$ cat src/rtl/pcm_port_pkg.sv
package pcm_port_pkg;

    localparam int SLOT_LONG   = 16;
    localparam int SLOT_SHORT  = 8;
    localparam int SAMPLE_BITS = 14;
    localparam int CNT_W       = $clog2(SLOT_LONG);

    typedef logic [SLOT_LONG-1:0] slot_word_t;
    typedef logic [CNT_W-1:0]     bit_idx_t;

    typedef struct packed {
        logic long_slot;
        logic alt_edge;
        logic delayed;
    } pcm_mode_t;

    typedef enum logic [1:0] {
        ST_IDLE  = 2'd0,
        ST_ARMED = 2'd1,
        ST_SLOT  = 2'd2
    } slot_state_t;

    function automatic bit_idx_t last_bit(input logic long_slot);
        return long_slot ? bit_idx_t'(SLOT_LONG - 1) : bit_idx_t'(SLOT_SHORT - 1);
    endfunction

    // Left-justified image for the transmit shifter: the top bit leaves first.
    function automatic slot_word_t tx_image(input slot_word_t w, input logic long_slot);
        slot_word_t keep;
        keep = ~slot_word_t'(0) << (SLOT_LONG - SAMPLE_BITS);
        return long_slot ? (w & keep) : (w << (SLOT_LONG - SLOT_SHORT));
    endfunction

    function automatic slot_word_t rx_image(input slot_word_t full, input logic long_slot);
        return long_slot ? full : (full & slot_word_t'({SLOT_SHORT{1'b1}}));
    endfunction

endpackage

$ cat src/rtl/pcm_in_sync.sv
module pcm_in_sync #(
    parameter int STAGES = 2
) (
    input  logic clk,
    input  logic rst,
    input  logic bclk_pin,
    input  logic fs_pin,
    input  logic rx_pin,
    output logic bclk_rise,
    output logic bclk_fall,
    output logic fs_rise,
    output logic rx_bit
);

    logic [STAGES-1:0] bclk_q, fs_q, rx_q;
    logic              bclk_d, fs_d;

    generate
        if (STAGES == 1) begin : g_single
            always_ff @(posedge clk) begin
                if (rst) begin
                    bclk_q <= '0;
                    fs_q   <= '0;
                    rx_q   <= '0;
                end else begin
                    bclk_q <= bclk_pin;
                    fs_q   <= fs_pin;
                    rx_q   <= rx_pin;
                end
            end
        end else begin : g_chain
            always_ff @(posedge clk) begin
                if (rst) begin
                    bclk_q <= '0;
                    fs_q   <= '0;
                    rx_q   <= '0;
                end else begin
                    bclk_q <= {bclk_q[STAGES-2:0], bclk_pin};
                    fs_q   <= {fs_q[STAGES-2:0], fs_pin};
                    rx_q   <= {rx_q[STAGES-2:0], rx_pin};
                end
            end
        end
    endgenerate

    always_ff @(posedge clk) begin
        if (rst) begin
            bclk_d <= 1'b0;
            fs_d   <= 1'b0;
        end else begin
            bclk_d <= bclk_q[STAGES-1];
            fs_d   <= fs_q[STAGES-1];
        end
    end

    assign bclk_rise = bclk_q[STAGES-1] & ~bclk_d;
    assign bclk_fall = ~bclk_q[STAGES-1] & bclk_d;
    assign fs_rise   = fs_q[STAGES-1] & ~fs_d;
    assign rx_bit    = rx_q[STAGES-1];

endmodule

$ cat src/rtl/pcm_slot_ctrl.sv
module pcm_slot_ctrl
    import pcm_port_pkg::*;
(
    input  logic      clk,
    input  logic      rst,
    input  pcm_mode_t mode_in,
    input  logic      bclk_rise,
    input  logic      bclk_fall,
    input  logic      fs_rise,
    output pcm_mode_t mode_q,
    output logic      tx_en,
    output logic      do_shift,
    output logic      do_capture,
    output logic      do_last
);

    slot_state_t state;
    bit_idx_t    cnt;
    logic        sampled;
    logic        launch_ev, smp_ev;

    assign launch_ev  = mode_q.alt_edge ? bclk_fall : bclk_rise;
    assign smp_ev     = mode_q.alt_edge ? bclk_rise : bclk_fall;
    assign do_capture = (state == ST_SLOT) && smp_ev && !fs_rise;
    assign do_last    = do_capture && (cnt == last_bit(mode_q.long_slot));
    assign do_shift   = (state == ST_SLOT) && launch_ev && sampled && !fs_rise;

    always_ff @(posedge clk) begin
        if (rst) begin
            state   <= ST_IDLE;
            cnt     <= '0;
            sampled <= 1'b0;
            tx_en   <= 1'b0;
            mode_q  <= '0;
        end else if (fs_rise) begin
            mode_q  <= mode_in;
            cnt     <= '0;
            sampled <= 1'b0;
            state   <= mode_in.delayed ? ST_ARMED : ST_SLOT;
            tx_en   <= !mode_in.delayed;
        end else begin
            case (state)
                ST_ARMED: begin
                    if (launch_ev) begin
                        state <= ST_SLOT;
                        tx_en <= 1'b1;
                    end
                end
                ST_SLOT: begin
                    if (do_last) begin
                        state   <= ST_IDLE;
                        tx_en   <= 1'b0;
                        cnt     <= '0;
                        sampled <= 1'b0;
                    end else if (do_capture) begin
                        cnt     <= cnt + 1'b1;
                        sampled <= 1'b1;
                    end else if (do_shift) begin
                        sampled <= 1'b0;
                    end
                end
                default: ;
            endcase
        end
    end

    assert_oe_fall_edge_R8: assert property (@(posedge clk) disable iff (rst)
        $fell(tx_en) |-> $past(smp_ev || fs_rise));

    assert_count_in_slot_R3: assert property (@(posedge clk) disable iff (rst)
        (state == ST_SLOT) |-> (cnt <= last_bit(mode_q.long_slot)));

    assert_armed_needs_delay_R7: assert property (@(posedge clk) disable iff (rst)
        (state == ST_ARMED) |-> (mode_q.delayed && !tx_en));

endmodule

$ cat src/rtl/pcm_tx_shift.sv
module pcm_tx_shift
    import pcm_port_pkg::*;
(
    input  logic       clk,
    input  logic       rst,
    input  logic       load,
    input  logic       long_slot,
    input  slot_word_t word_in,
    input  logic       shift,
    input  logic       en,
    output logic       tx_data
);

    slot_word_t shreg;

    always_ff @(posedge clk) begin
        if (rst) begin
            shreg <= '0;
        end else if (load) begin
            shreg <= tx_image(word_in, long_slot);
        end else if (shift) begin
            shreg <= {shreg[SLOT_LONG-2:0], 1'b0};
        end
    end

    assign tx_data = en & shreg[SLOT_LONG-1];

endmodule

$ cat src/rtl/pcm_rx_shift.sv
module pcm_rx_shift
    import pcm_port_pkg::*;
(
    input  logic       clk,
    input  logic       rst,
    input  logic       rx_bit,
    input  logic       capture,
    input  logic       last,
    input  logic       long_slot,
    output slot_word_t rx_word,
    output logic       rx_valid
);

    logic [SLOT_LONG-2:0] shreg;
    slot_word_t           full;

    assign full = {shreg, rx_bit};

    always_ff @(posedge clk) begin
        if (rst) begin
            shreg    <= '0;
            rx_word  <= '0;
            rx_valid <= 1'b0;
        end else begin
            rx_valid <= last;
            if (capture) shreg   <= full[SLOT_LONG-2:0];
            if (last)    rx_word <= rx_image(full, long_slot);
        end
    end

    assert_single_pulse_R9: assert property (@(posedge clk) disable iff (rst)
        rx_valid |=> !rx_valid);

endmodule

$ cat src/rtl/pcm_frame_port.sv
module pcm_frame_port
    import pcm_port_pkg::*;
#(
    parameter int SYNC_STAGES = 2
) (
    input  logic                 clk,
    input  logic                 rst,
    input  logic                 bclk_in,
    input  logic                 fsync_in,
    input  logic                 rx_in,
    input  logic [SLOT_LONG-1:0] tx_word,
    input  logic                 slot_long,
    input  logic                 edge_alt,
    input  logic                 frame_delayed,
    output logic                 tx_data,
    output logic                 tx_oe,
    output logic [SLOT_LONG-1:0] rx_word,
    output logic                 rx_valid
);

    pcm_mode_t mode_in, mode_q;
    logic      bclk_rise, bclk_fall, fs_rise, rx_bit;
    logic      do_shift, do_capture, do_last;

    assign mode_in = '{long_slot: slot_long, alt_edge: edge_alt, delayed: frame_delayed};

    pcm_in_sync #(.STAGES(SYNC_STAGES)) sync_i (
        .clk(clk), .rst(rst),
        .bclk_pin(bclk_in), .fs_pin(fsync_in), .rx_pin(rx_in),
        .bclk_rise(bclk_rise), .bclk_fall(bclk_fall),
        .fs_rise(fs_rise), .rx_bit(rx_bit)
    );

    pcm_slot_ctrl ctrl_i (
        .clk(clk), .rst(rst), .mode_in(mode_in),
        .bclk_rise(bclk_rise), .bclk_fall(bclk_fall), .fs_rise(fs_rise),
        .mode_q(mode_q), .tx_en(tx_oe),
        .do_shift(do_shift), .do_capture(do_capture), .do_last(do_last)
    );

    pcm_tx_shift tx_i (
        .clk(clk), .rst(rst), .load(fs_rise), .long_slot(slot_long),
        .word_in(tx_word), .shift(do_shift), .en(tx_oe), .tx_data(tx_data)
    );

    pcm_rx_shift rx_i (
        .clk(clk), .rst(rst), .rx_bit(rx_bit), .capture(do_capture),
        .last(do_last), .long_slot(mode_q.long_slot),
        .rx_word(rx_word), .rx_valid(rx_valid)
    );

    assert_reset_quiet_R1: assert property (@(posedge clk) disable iff (rst)
        $past(rst) |-> (!tx_oe && !rx_valid && rx_word == '0));

    assert_bit_holds_R5: assert property (@(posedge clk) disable iff (rst)
        (tx_oe && $past(tx_oe) && !$past(do_shift) && !$past(fs_rise)) |-> $stable(tx_data));

    assert_abort_silent_R10: assert property (@(posedge clk) disable iff (rst)
        $past(fs_rise) |-> !rx_valid);

endmodule

$ cat config.mk
export PLATFORM = sky130hd
export DESIGN_NAME = pcm_frame_port
export DESIGN_NICKNAME = d
export VERILOG_FILES = /design/src/rtl/pcm_port_pkg.sv /design/src/rtl/pcm_in_sync.sv /design/src/rtl/pcm_slot_ctrl.sv /design/src/rtl/pcm_tx_shift.sv /design/src/rtl/pcm_rx_shift.sv /design/src/rtl/pcm_frame_port.sv
export SDC_FILE = /design/constraint.sdc
export NUM_CORES = 1
export LEC_CHECK = 0
export BUFFER_PORTS_ARGS = -buffer_cell sky130_fd_sc_hd__buf_2
export CAP_MARGIN = 5
export CORE_ASPECT_RATIO = 1.25
export CORE_MARGIN = 3
export CORE_UTILIZATION = 50
export CTS_CLUSTER_SIZE = 14
export DETAILED_ROUTE_END_ITERATION = 12
export PLACE_DENSITY = 0.75
export SLEW_MARGIN = 0
export SYNTH_ARGS = -nofsm -noshare
export SYNTH_HDL_FRONTEND = slang
export SYNTH_SLANG_ARGS = --single-unit
$ cat constraint.sdc
create_clock -name clk -period 1.3 [get_ports clk]
set_input_delay 0.195 -clock clk [delete_from_list [all_inputs] [get_ports clk]]
set_output_delay 0.195 -clock clk [all_outputs]
set_load 0.01 [all_outputs]
# --- After elaboration in Yosys (flattened, before gate mapping) ---
# Cells that the tools add are included.
word_totals:
  ff_bits: 66
  word_cells: 65
classes:
  addsub: 1
  eq_ne: 5
  muxes: 21
  bitwise: 7
  reduce_logical: 16
ops:
  columns: ["op", "count"]
  rows:
  - ["2-to-1 mux 16 bit", 4]
  - ["2-to-1 mux 4 bit", 3]
  - ["2-to-1 mux 1 bit", 8]
  - ["2-to-1 mux 2 bit", 4]
  - ["logical AND 1 bit", 6]
  - ["!= test 3 x 1 -> 1 bit (second input constant)", 2]
  - ["nonzero test 3 bit", 2]
  - ["adder 4 x 1 -> 4 bit (second input constant)", 1]
  - ["AND 1 bit", 4]
  - ["== test 4 bit", 1]
  - ["one-hot mux 2 bit (2 select lines)", 1]
  - ["AND reduction 2 bit", 2]
  - ["nonzero test 2 bit", 2]
  - ["inverter 1 bit", 3]
  - ["AND reduction 3 bit", 1]
  - ["== test 2 x 1 -> 1 bit (second input constant)", 1]
  - ["== test 2 bit (second input constant)", 1]
  - ["logical NOT 1 bit", 2]
  - ["one-hot mux 1 bit (2 select lines)", 1]
  - ["OR reduction 2 bit", 1]

# --- Logic depth before layout (Yosys ltp) ---
# Gate-level depths: netlist of the first run.
logic_depth:
  depth_word: 9
  mapped_depth: 7
  depth_no_buf: 6

# --- Modules after synthesis ---
# From an unflattened synthesis of the first run, not the netlist that was laid out.
unflattened:
  hier_cells: 250
  hier_area_um2: 2642.5
modules_own_cells:
  columns: ["module", "n_inst", "cells_per_inst", "area_per_inst_um2", "seq_area_each_um2"]
  rows:
  - ["pcm_rx_shift", 1, 111, 1177.4, 640.6]
  - ["pcm_tx_shift", 1, 65, 705.7, 280.3]
  - ["pcm_slot_ctrl", 1, 55, 530.5, 200.2]
  - ["pcm_in_sync", 1, 19, 229.0, 160.2]

# --- Worst setup path after synthesis of the first run ---
# Ideal clock, no wire load.
synth_timing:
  path_kind: "register to register"
  start: "register ctrl_i.state[1]"
  end: "register tx_i.shreg[15]"
  setup_ns: 0.086
  t_arrival_ns: 1.379
  setup_slack_ns: -0.166
  stages_incl_launch_ff: 7
  n_path_buf: 1
  period_less_slack_ns: 1.466
  path_cell_list: "dfxtp_1 -> ha_1 -> nand2_1 -> a21o_1 -> buf_2 -> nand2_1 -> a221oi_2"
synth_between:
  elab_chain_len: 5
synth_lines:
  columns: ["item", "line_no", "rtl"]
  rows:
  - ["from (decl)", "pcm_slot_ctrl.sv:17", "slot_state_t state;"]
  - ["from (signal assigned)", "pcm_slot_ctrl.sv:39", "state <= mode_in.delayed ? ST_ARMED : ST_SLOT;"]
  - ["== test 2 bit", "pcm_slot_ctrl.sv:26", "assign do_shift = (state == ST_SLOT) && launch_ev && sampled && !fs_rise;"]
  - ["logical AND 1 bit (3 in a row)", "pcm_slot_ctrl.sv:26", null]
  - ["nonzero test 2 bit (no source line)", null, null]
  - ["to (signal assigned)", "pcm_tx_shift.sv:20", "shreg <= tx_image(word_in, long_slot);"]
  - ["to (signal assigned)", "pcm_tx_shift.sv:22", "shreg <= {shreg[SLOT_LONG-2:0], 1'b0};"]
  - ["to (decl)", "pcm_tx_shift.sv:14", "slot_word_t shreg;"]
# Every way passes these cells.
# A chain may end at the register's enable or synchronous reset.

# --- Worst setup path in the final report of the first run ---
layout_timing:
  start: "register sync_i.bclk_q[1]"
  end: "register tx_i.shreg[8]"
layout_between:
  elab_chain_len: 7
  word_cells_on_any_way: 8
layout_lines:
  columns: ["item", "line_no", "rtl"]
  rows:
  - ["from (decl)", "pcm_in_sync.sv:15", "logic [STAGES-1:0] bclk_q, fs_q, rx_q;"]
  - ["from (signal assigned)", "pcm_in_sync.sv:38", "bclk_q <= {bclk_q[STAGES-2:0], bclk_pin};"]
  - ["inverter 1 bit", "pcm_in_sync.sv:57", "assign bclk_fall = ~bclk_q[STAGES-1] & bclk_d;"]
  - ["AND 1 bit", "pcm_in_sync.sv:57", null]
  - ["2-to-1 mux 1 bit (*)", "pcm_slot_ctrl.sv:22", "assign launch_ev = mode_q.alt_edge ? bclk_fall : bclk_rise;"]
  - ["logical AND 1 bit (*) (3 in a row)", "pcm_slot_ctrl.sv:26", null]
  - ["nonzero test 2 bit (no source line) (*)", null, null]
# Every way passes the cells marked *; elsewhere a longest branch is shown, timed or not.

==> results of run 1 <==
synth_stat cells (2+ instances only):
cell type and instances:
dfxtp_1 63, nand3_1 15, inv_1 3, nor2_1 2, nand2_1 52, o21ai_0 19, nor2b_1 9, clkbuf_1 12
a221oi_2 5, a221oi_1 3, a211oi_1 5, nor3b_1 2, nor3_1 3, a21boi_0 3, mux2i_1 9, buf_2 13
a31oi_1 2, nand4_1 8, ha_1 3, a21oi_1 54
routing by layer:
metal	share of wire (%)	wire, µm	up-vias	track usage, %
met5	0	0	-	0
met4	2.3	154	0	9.231
met3	4.8	317	17	6.582
met2	52	3426	56	37.89
met1	41	2671	1186	24.57
li1	-	-	1211	-
report_power, final:
part	internal, mW	switching, mW	total (mW)
registers	1.98	0.0267	2.01
clock network	0.929	0.709	1.64
logic	0.193	0.218	0.411
cell families (layout without fill, tap and decap cells):
logic type / count (synthesis) / count (layout)
compound gates: 98 / 99
xor+xnor: 1 / 1
fa+ha+maj: 3 / 3
buf+inv: 30 / 100
flops: 63 / 63
mux: 9 / 9
simple gates: 99 / 99
layout by cell type, fill, tap and decap left out, types with 4 or more instances in the layout:
cell / instances
nand4_1: 8
nand2_4: 4
mux2i_1: 9
a21oi_2: 16
a21oi_1: 38
nand2_1: 42
nor2b_1: 8
buf_6: 6
buf_12: 5
nand3_1: 10
dfxtp_2: 4
buf_4: 23
a221oi_2: 7
dfxtp_1: 59
nand3_2: 5
buf_2: 42
o21ai_0: 17
clkbuf_8: 10
nand2_2: 6
path summary, 6_finish.rpt:
check	cells past startpoint	slack (ns)	end
hold reg to reg	1	0.44	sync_i.fs_q[1]
hold / removal	2	0.07	sync_i.rx_q[0]
setup reg to reg	7	-0.27	tx_i.shreg[8]
setup / recovery	7	-0.27	tx_i.shreg[8]
flip-flops by register name, indices dropped and copies added, names as in the netlist:
| signal | count |
|---|---|
| rx_i.rx_word | 16 |
| rx_i.rx_valid | 1 |
| ctrl_i.cnt | 4 |
| rx_i.shreg | 15 |
| sync_i.fs_q | 2 |
| ctrl_i.sampled | 1 |
| sync_i.bclk_d | 1 |
| tx_i.shreg | 14 |
| ctrl_i.mode_q | 2 |
| sync_i.rx_q | 2 |
| ctrl_i.state | 2 |
| sync_i.bclk_q | 2 |
| sync_i.fs_d | 1 |
timing repair:
action,CTS,global route
gates resized for setup,31,25
buffers inserted,3,1
cloned,2,2
endpoints found under the setup margin,53,53
pin swaps,10,4
layout make-up:
class / count / share of cell area, %
sequential: 63 / 35.08
inverter: 3 / 0.3120
multi-input combinational: 211 / 39.31
clock buffer: 12 / 4.021
timing repair buffer: 81 / 17.95
clock inverter: 4 / 1.248
tap: 60 / 2.080
metrics by stage:
stage               utilization, %  hold slack [ns]  cell area [µm²]
global route                 73.60          0.06844             3610
CTS                          70.74          0.05510             3470
global placement             63.67           0.4048             3123
finish                       73.60          0.06832             3610
detailed placement           63.67           0.4120             3123
floorplan                        -           0.3232             2701
==> impl_metrics.py, run 1 <==
metrics = {
    "synth": {
        "synth_xor_area_share_pct": 0.3337,
        "ys_ff_latch": 63,
        "yosys.area_share.simple_pct": 18.26,
        "syn_inst": 303,
        "synth_fa_ha_area_share_pct": 1.430,
        "synth_top_cell_by_area": "dfxtp_1",
        "synth_nets": 330,
        "synth_area_per_cell_um2": 8.663,
        "synth-main-ff-cell": "dfxtp_1",
        "synth-async-reset-ratio_pct": 0,
        "synth.area.mux_share_pct": 3.432,
        "synth-compound-area-share_pct": 23.26,
        "yosysSeqAreaShare_pct": 48.05,
        "synth_area_um2": 2625,
        "synth_cell_types": 38,
        "ys_top_cells_by_area": "dfxtp_1, a21oi_1, nand2_1, o21ai_0, mux2i_1",
        "synth_top_area_share_pct": 48.05,
        "synth_top_family_by_area": "compound AO/OA/AOI/OAI gates",
        "synth-edff-count": 0,
        "yosys_warnings": 0,
    },
    "hold_path": {
        "hold_class": "in2reg",
        "hp-start": "rx_in",
    },
    "floorplanning": {
        "start_util_pct": 53.52,
        "core_area_um2": 4905,
        "dieArea_um2": 6161,
        "die_h_um": 87.01,
        "io_pins": 43,
        "die_w_um": 70.81,
        "rows": 28,
    },
    "setup_path": {
        "crit_start": "sync_i.bclk_q[1]",
        "cp.arrival_ns": 1.82,
        "crit_path_frequent_cell": "buf_6",
        "cp_max_fo": 5,
        "r2r-start": "sync_i.bclk_q[1]",
        "path_cells": "buf_6, nand3b_1, buf_4, a21oi_4, buf_6, a21oi_2, a221oi_2",
        "slowest_stage": "dfxtp_2",
        "critPathTopFamily": "compound AO/OA/AOI/OAI gates",
        "cp-start-kind": "register",
        "cp_data_required_time_ns": 1.54,
        "path_buf_inv": 3,
        "cpPeakStageDelay_ns": 0.33,
        "path_class": "reg2reg",
        "endpoint_kind": "register",
    },
    "clock_tree": {
        "clk_path_buf_depth": 2,
        "clock_latency_ns": 0.34,
        "cts_buffers": 9,
        "cts_tree": "done",
        "clk_pin_slew_ns": 0.07,
        "postCtsHoldBufs": 0,
        "cts_root_buf": "clkbuf_8",
        "cts.sinks": 63,
        "h-tree-depth": 3,
    },
    "run_status": {
        "status": "finished with violations",
        "violations": "setup timing",
    },
    "global_route": {
        "grt.overflow.total": 0,
        "first_global_vias": 2444,
        "antenna_found_initial": 0,
        "track_usage_pct": 21.76,
        "grt_pass1_wl_mm": 10.70,
        "grt_max_degree": 37,
    },
    "placed_design": {
        "dp_slack_ns": -0.2409,
        "place_inst": 410,
        "portBuffers": 42,
        "hpwlAfterDp_mm": 4.018,
        "place_congestion": 0.7669,
    },
    "power": {
        "ir_drop_v": 0.0009854,
        "powerDensity_nw_per_um2": 1123,
        "p_total_mw": 4.055,
        "leakage_nw": 1.416,
    },
    "sta": {
        "finalSetupTns_ns": -9.136,
        "tightest_slew_ns": 0.3633,
        "setup_viol": 53,
        "fin_crit_ns": 1.571,
        "relSlewSlack_pct": 75.78,
        "rsz0062_at_grt": "true",
        "fin_ws_ns": -0.2713,
        "slew_violations": 0,
        "finClkSkew_ns": 0.006488,
        "max_freq_mhz": 636.4,
        "hold_violations": 0,
        "period_share_pct": 120.9,
    },
    "final_layout": {
        "antenna_cells": 0,
        "instances_no_fill": 434,
        "ff_latch_area_um2": 1266,
        "nFillCells": 345,
        "drive_gt1_share_pct": 40.37,
        "final_net_count": 396,
        "multi_input_area_um2": 1419,
        "area_growth_pct": 37.51,
    },
    "detailed_routing": {
        "antenna_left": 0,
        "drc": 0,
        "wl_mm": 6.570,
        "firstDrtPassIters": 4,
        "num_vias": 2470,
        "avgRoutedWirePerCell_um": 15.14,
        "drt_iter0_drc": 148,
        "via_per_inst": 5.691,
    },
    "run": {
        "drv_cap": 0,
    },
}
Power figures use the tool's default switching activity.
==> run 2: changes to the inputs <==
--- a/config.mk
+++ b/config.mk
@@ -12,7 +12,7 @@
 export CORE_UTILIZATION = 50
 export CTS_CLUSTER_SIZE = 14
 export DETAILED_ROUTE_END_ITERATION = 12
-export PLACE_DENSITY = 0.75
+export PLACE_DENSITY = 0.74
 export SLEW_MARGIN = 0
 export SYNTH_ARGS = -nofsm -noshare
 export SYNTH_HDL_FRONTEND = slang
==> impl_metrics.py, run 2 (synthesis gave the netlist of run 1 again) <==
metrics = {
    "run_status": {
        "status": "finished with violations",
        "violations": "setup timing",
    },
    "sta": {
        "tightest_slew_ns": 0.3551,
        "fin_crit_ns": 1.557,
        "finClkSkew_ns": 0.006450,
        "relSlewSlack_pct": 76.33,
        "setup_viol": 53,
        "fin_ws_ns": -0.2567,
        "period_share_pct": 119.7,
        "slew_violations": 0,
        "finalSetupTns_ns": -9.772,
        "rsz0062_at_grt": "true",
        "fin_hold_ws_ns": 0.06999,
        "hold_violations": 0,
        "max_freq_mhz": 642.4,
    },
    "power": {
        "pwr-share-clk_pct": 37.9,
        "p_sw_share_pct": 23.62,
        "leakage_nw": 1.326,
        "p_comb_share_pct": 12.0,
        "ir_drop_v": 0.0007872,
        "p_seq_share_pct": 50.1,
        "p_switching_mw": 0.9499,
        "powerDensity_nw_per_um2": 1136,
        "intPower_mw": 3.071,
    },
    "floorplanning": {
        "rows": 28,
        "io_pins": 43,
        "die_h_um": 87.01,
        "start_util_pct": 53.52,
        "dieArea_um2": 6161,
        "core_area_um2": 4905,
        "die_w_um": 70.81,
    },
    "detailed_routing": {
        "drc": 0,
        "drt_iter0_drc": 163,
        "num_vias": 2439,
        "avgRoutedWirePerCell_um": 14.94,
        "via_per_inst": 5.739,
        "firstDrtPassIters": 4,
        "wl_mm": 6.350,
        "antenna_left": 0,
    },
    "clock_tree": {
        "h-tree-depth": 3,
        "clk_path_buf_depth": 2,
        "cts_root_buf": "clkbuf_8",
        "cts_buffers": 9,
        "clk_pin_slew_ns": 0.06,
        "clock_latency_ns": 0.33,
        "postCtsHoldBufs": 0,
        "cts.sinks": 63,
        "cts_tree": "done",
    },
    "final_layout": {
        "reg_top3": "rx_i.rx_word: 16 flops, rx_i.shreg: 15 flops, tx_i.shreg: 14 flops",
        "fin_util_pct": 72.14,
        "final_cell_mix": "dfxtp_1, nand2_1, buf_2",
        "multi_input_area_um2": 1443,
        "top_register": "rx_i.rx_word",
        "instances_no_fill": 425,
        "nFillCells": 375,
        "area_growth_pct": 34.79,
        "ff_latch_area_um2": 1266,
        "largest_reg_flops": 16,
        "final_net_count": 390,
        "final_common_cell": "dfxtp_1",
        "drive_gt1_share_pct": 37.26,
        "antenna_cells": 0,
    },
    "run": {
        "drv_cap": 0,
    },
    "setup_path": {
        "cp.arrival_ns": 1.83,
        "r2r_cells": 7,
        "path_class": "reg2reg",
        "path_buf_inv": 3,
        "path_cells": "buf_4, nor3b_4, buf_6, o211ai_4, buf_12, nor3b_1, o21a_1",
        "cp-start-kind": "register",
        "rrSetupSlack_ns": -0.26,
        "crit_start": "ctrl_i.mode_q[1]",
        "critPathTopFamily": "buffers and inverters",
        "r2r-start": "ctrl_i.mode_q[1]",
        "cp_data_required_time_ns": 1.57,
        "cp_max_fo": 18,
        "cp.depth": 7,
        "timing.rr.end": "ctrl_i.cnt[2]",
        "endpoint_kind": "register",
        "worstSetupEndpoint": "ctrl_i.cnt[2]",
        "cpPeakStageDelay_ns": 0.33,
        "slowest_stage": "dfxtp_2",
    },
    "placed_design": {
        "place_congestion": 0.7710,
        "place_inst": 407,
        "portBuffers": 42,
        "hpwlAfterDp_mm": 3.869,
        "dp_slack_ns": -0.2526,
    },
    "hold_path": {
        "hold_class": "in2reg",
        "hp-start": "bclk_in",
    },
    "global_route": {
        "track_usage_pct": 20.98,
        "first_global_vias": 2327,
        "grt_pass1_wl_mm": 10.41,
        "antenna_found_initial": 0,
        "grt_max_degree": 37,
        "grt.overflow.total": 0,
    },
}
## run 2: per-layer routing
layer  track usage (%)  share of wire [%]  vias to the layer above
li1                  -                  -                     1200
met3             5.889                4.5                        6
met1             24.57                 42                     1182
met4             7.009               0.83                        0
met5                 0                  0                        -
met2             36.79                 53                       51
## run 2: through the flow
stage                     total power, mW  cell area [µm²]
final                               4.021             3538
after global routing                4.188             3538
after CTS                           3.994             3390
after detailed placement            2.413             3088
after global placement              2.402             3088
after floorplan                     2.256             2701
## run 2: power by group through the flow
stage / sequential [mW] / clock, mW / combinational [mW]
final: 2.02 / 1.52 / 0.482
after global routing: 2.02 / 1.65 / 0.522
after CTS: 2.01 / 1.56 / 0.426
after detailed placement: 2.05 / 0 / 0.365
after global placement: 2.05 / 0 / 0.357
after floorplan: 2.05 / 0 / 0.204
## run 2: timing repair
| item | CTS | global route |
|---|---|---|
| setup endpoints to repair | 53 | 54 |
| setup buffers | 4 | 0 |
| cloned | 1 | 1 |
| gates resized for setup | 36 | 27 |
| pin swaps | 11 | 6 |
## run 2: cell type report
cell class	count	share of cell area [%]
clock buffer	11	3.713
clock inverter	2	0.9901
inverter	3	0.3182
multi-input combinational	210	40.77
sequential	63	35.78
tap	60	2.122
timing repair buffer	76	16.30
## run 2: how the worst min path moves through the flow
stage,to,slack (ns),cells past startpoint
after floorplan,sync_i.bclk_q[0],0.32,1
after global placement,sync_i.fs_q[0],0.40,2
after detailed placement,sync_i.bclk_q[0],0.41,2
after CTS,sync_i.bclk_q[0],0.05,2
after global routing,sync_i.bclk_q[0],0.06,2
final,sync_i.bclk_q[0],0.07,2
## run 2: worst register-to-register path, delay by kind of cell (launching register included)
family | cells | cell delay, ns
buf+inv | 3 | 0.47
simple gates | 2 | 0.47
compound gates | 2 | 0.25
flops | 1 | 0.33
==> run 3: changes to the inputs <==
--- a/config.mk
+++ b/config.mk
@@ -7,13 +7,15 @@
 export LEC_CHECK = 0
 export BUFFER_PORTS_ARGS = -buffer_cell sky130_fd_sc_hd__buf_2
 export CAP_MARGIN = 5
+export CELL_PAD_IN_SITES_DETAIL_PLACEMENT = 0
+export CELL_PAD_IN_SITES_GLOBAL_PLACEMENT = 1
 export CORE_ASPECT_RATIO = 1.25
 export CORE_MARGIN = 3
-export CORE_UTILIZATION = 50
+export CORE_UTILIZATION = 37
 export CTS_CLUSTER_SIZE = 14
 export DETAILED_ROUTE_END_ITERATION = 12
-export PLACE_DENSITY = 0.74
-export SLEW_MARGIN = 0
+export PLACE_DENSITY = 0.73
+export SLEW_MARGIN = 20
 export SYNTH_ARGS = -nofsm -noshare
 export SYNTH_HDL_FRONTEND = slang
 export SYNTH_SLANG_ARGS = --single-unit
==> impl_metrics.py, run 3 (synthesis gave the netlist of run 1 again) <==
metrics = {
    "clock_tree": {
        "h-tree-depth": 3,
        "cts_root_buf": "clkbuf_8",
        "clk_pin_slew_ns": 0.07,
        "postCtsHoldBufs": 0,
        "clk_path_buf_depth": 2,
        "cts.sinks": 63,
        "cts_buffers": 9,
        "post_cts_buffers": 0,
        "clock_latency_ns": 0.33,
        "cts_tree": "done",
    },
    "floorplanning": {
        "dieArea_um2": 8147,
        "core_area_um2": 6730,
        "start_util_pct": 39.00,
        "io_pins": 43,
        "die_w_um": 81.34,
        "rows": 33,
        "die_h_um": 100.2,
    },
    "final_layout": {
        "reg_top3": "rx_i.rx_word: 16 flops, rx_i.shreg: 15 flops, tx_i.shreg: 14 flops",
        "final_net_count": 394,
        "final_common_cell": "dfxtp_1",
        "drive_gt1_share_pct": 35.22,
        "design_area_um2": 3552,
        "multi_input_area_um2": 1331,
        "area_growth_pct": 35.32,
        "top_register": "rx_i.rx_word",
        "ff_latch_area_um2": 1266,
        "antenna_cells": 0,
        "final_cell_mix": "dfxtp_1, nand2_1, a21oi_1",
        "largest_reg_flops": 16,
        "nFillCells": 629,
    },
    "sta": {
        "setup_viol": 53,
        "fin_crit_ns": 1.526,
        "relSlewSlack_pct": 75.82,
        "tightest_slew_ns": 0.3627,
        "slew_violations": 0,
        "max_freq_mhz": 655.4,
        "finClkSkew_ns": 0.006792,
        "rsz0062_at_grt": "true",
        "fin_ws_ns": -0.2259,
        "period_share_pct": 117.4,
        "hold_violations": 0,
    },
    "detailed_routing": {
        "num_vias": 2369,
        "drc": 0,
        "avgRoutedWirePerCell_um": 13.86,
        "firstDrtPassIters": 5,
        "antenna_left": 0,
        "drt_iter0_drc": 64,
        "via_per_inst": 5.161,
        "wl_mm": 6.364,
    },
    "setup_path": {
        "path_buf_inv": 1,
        "critPathTopFamily": "compound AO/OA/AOI/OAI gates",
        "cp.arrival_ns": 1.76,
        "cp_max_fo": 13,
        "endpoint_kind": "register",
        "cp-start-kind": "register",
        "path_cells": "or3b_4, a21oi_4, buf_12, a21oi_1, a221oi_1",
        "path_class": "reg2reg",
        "cpPeakStageDelay_ns": 0.42,
        "slowest_stage": "or3b_4",
        "cp_data_required_time_ns": 1.54,
    },
    "power": {
        "powerDensity_nw_per_um2": 1147,
        "p_sw_share_pct": 23.85,
        "p_seq_share_pct": 49.3,
        "p_total_mw": 4.076,
        "p_switching_mw": 0.9720,
        "leakage_nw": 1.340,
        "p_comb_share_pct": 9.8,
        "ir_drop_v": 0.0008858,
        "intPower_mw": 3.104,
        "pwr-share-clk_pct": 40.9,
    },
    "placed_design": {
        "hpwlAfterDp_mm": 3.970,
        "portBuffers": 42,
        "place_area_um2": 3172,
        "place_congestion": 0.7791,
    },
    "hold_path": {
        "hold_class": "in2reg",
    },
    "run": {
        "drv_cap": 0,
    },
    "global_route": {
        "first_global_vias": 2200,
        "grt_pass1_wl_mm": 10.12,
        "track_usage_pct": 15.90,
        "grt_max_degree": 37,
        "grt.overflow.total": 0,
        "antenna_found_initial": 0,
    },
    "run_status": {
        "status": "finished with violations",
        "violations": "setup timing",
    },
}
## run 3: changes by cell type in the layout (fill, tap and decap cells not counted), moves of 2 or more
cell / delta
a21oi_1: +6
clkinv_2: +2
a221oi_1: +3
a21oi_2: -5
buf_4: +2
clkbuf_1: -2
a211oi_1: +2
ha_4: -2
a211oi_2: -2
clkinvlp_4: +2
a221oi_2: -3
## run 3: power by group through the flow
stage,Clock [mW],Combinational [mW],Sequential (mW)
5_1_grt,1.79,0.446,2.01
3_5_place_dp,0,0.366,2.05
2_1_floorplan,0,0.204,2.05
3_3_place_gp,0,0.367,2.05
6_report,1.67,0.401,2.01
4_1_cts,1.73,0.377,2.01
## run 3: final timing paths
path	from	end	slack, ns	depth (start not counted)
min reg2reg	sync_i.fs_q[0]	sync_i.fs_q[1]	0.44	1
max	sync_i.bclk_d	tx_i.shreg[11]	-0.23	5
min	fsync_in	sync_i.fs_q[0]	0.07	2
max reg2reg	sync_i.bclk_d	tx_i.shreg[11]	-0.23	5
## run 3: per-stage QoR
step	setup TNS (ns)	util, %	hold slack [ns]	setup slack [ns]	instances
final	-8.107	52.78	0.07097	-0.2259	459
after global routing	-11.94	52.78	0.06554	-0.2939	459
after CTS	-7.177	50.55	0.05130	-0.2163	455
after detailed placement	-9.278	47.13	0.4091	-0.2444	439
after global placement	-8.272	47.13	0.4058	-0.2203	439
after floorplan	-1.223	-	0.3232	-0.1161	303
## run 3: routing by layer
| metal | GRT usage [%] | part of all wire, % | vias to the layer above |
|---|---|---|---|
| met5 | 0 | 0 | - |
| met1 | 19.90 | 45 | 1124 |
| li1 | - | - | 1203 |
| met2 | 25.47 | 50 | 37 |
| met3 | 4.219 | 3.6 | 5 |
| met4 | 6.892 | 0.94 | 0 |
## run 3: repair_timing
action	4_1_cts	5_1_grt
resized for setup	11	30
endpoints found under the setup margin	52	53
pin swaps	1	10
gates cloned	0	4
## run 3: final cells by class
cell class | instances | share of cell area (%)
clock buffers | 10 | 3.875
inverters | 3 | 0.3170
well taps | 87 | 3.064
flip-flops and latches | 63 | 35.65
multi-input cells | 210 | 37.48
repair buffers | 80 | 17.93
clock inverters | 6 | 1.691
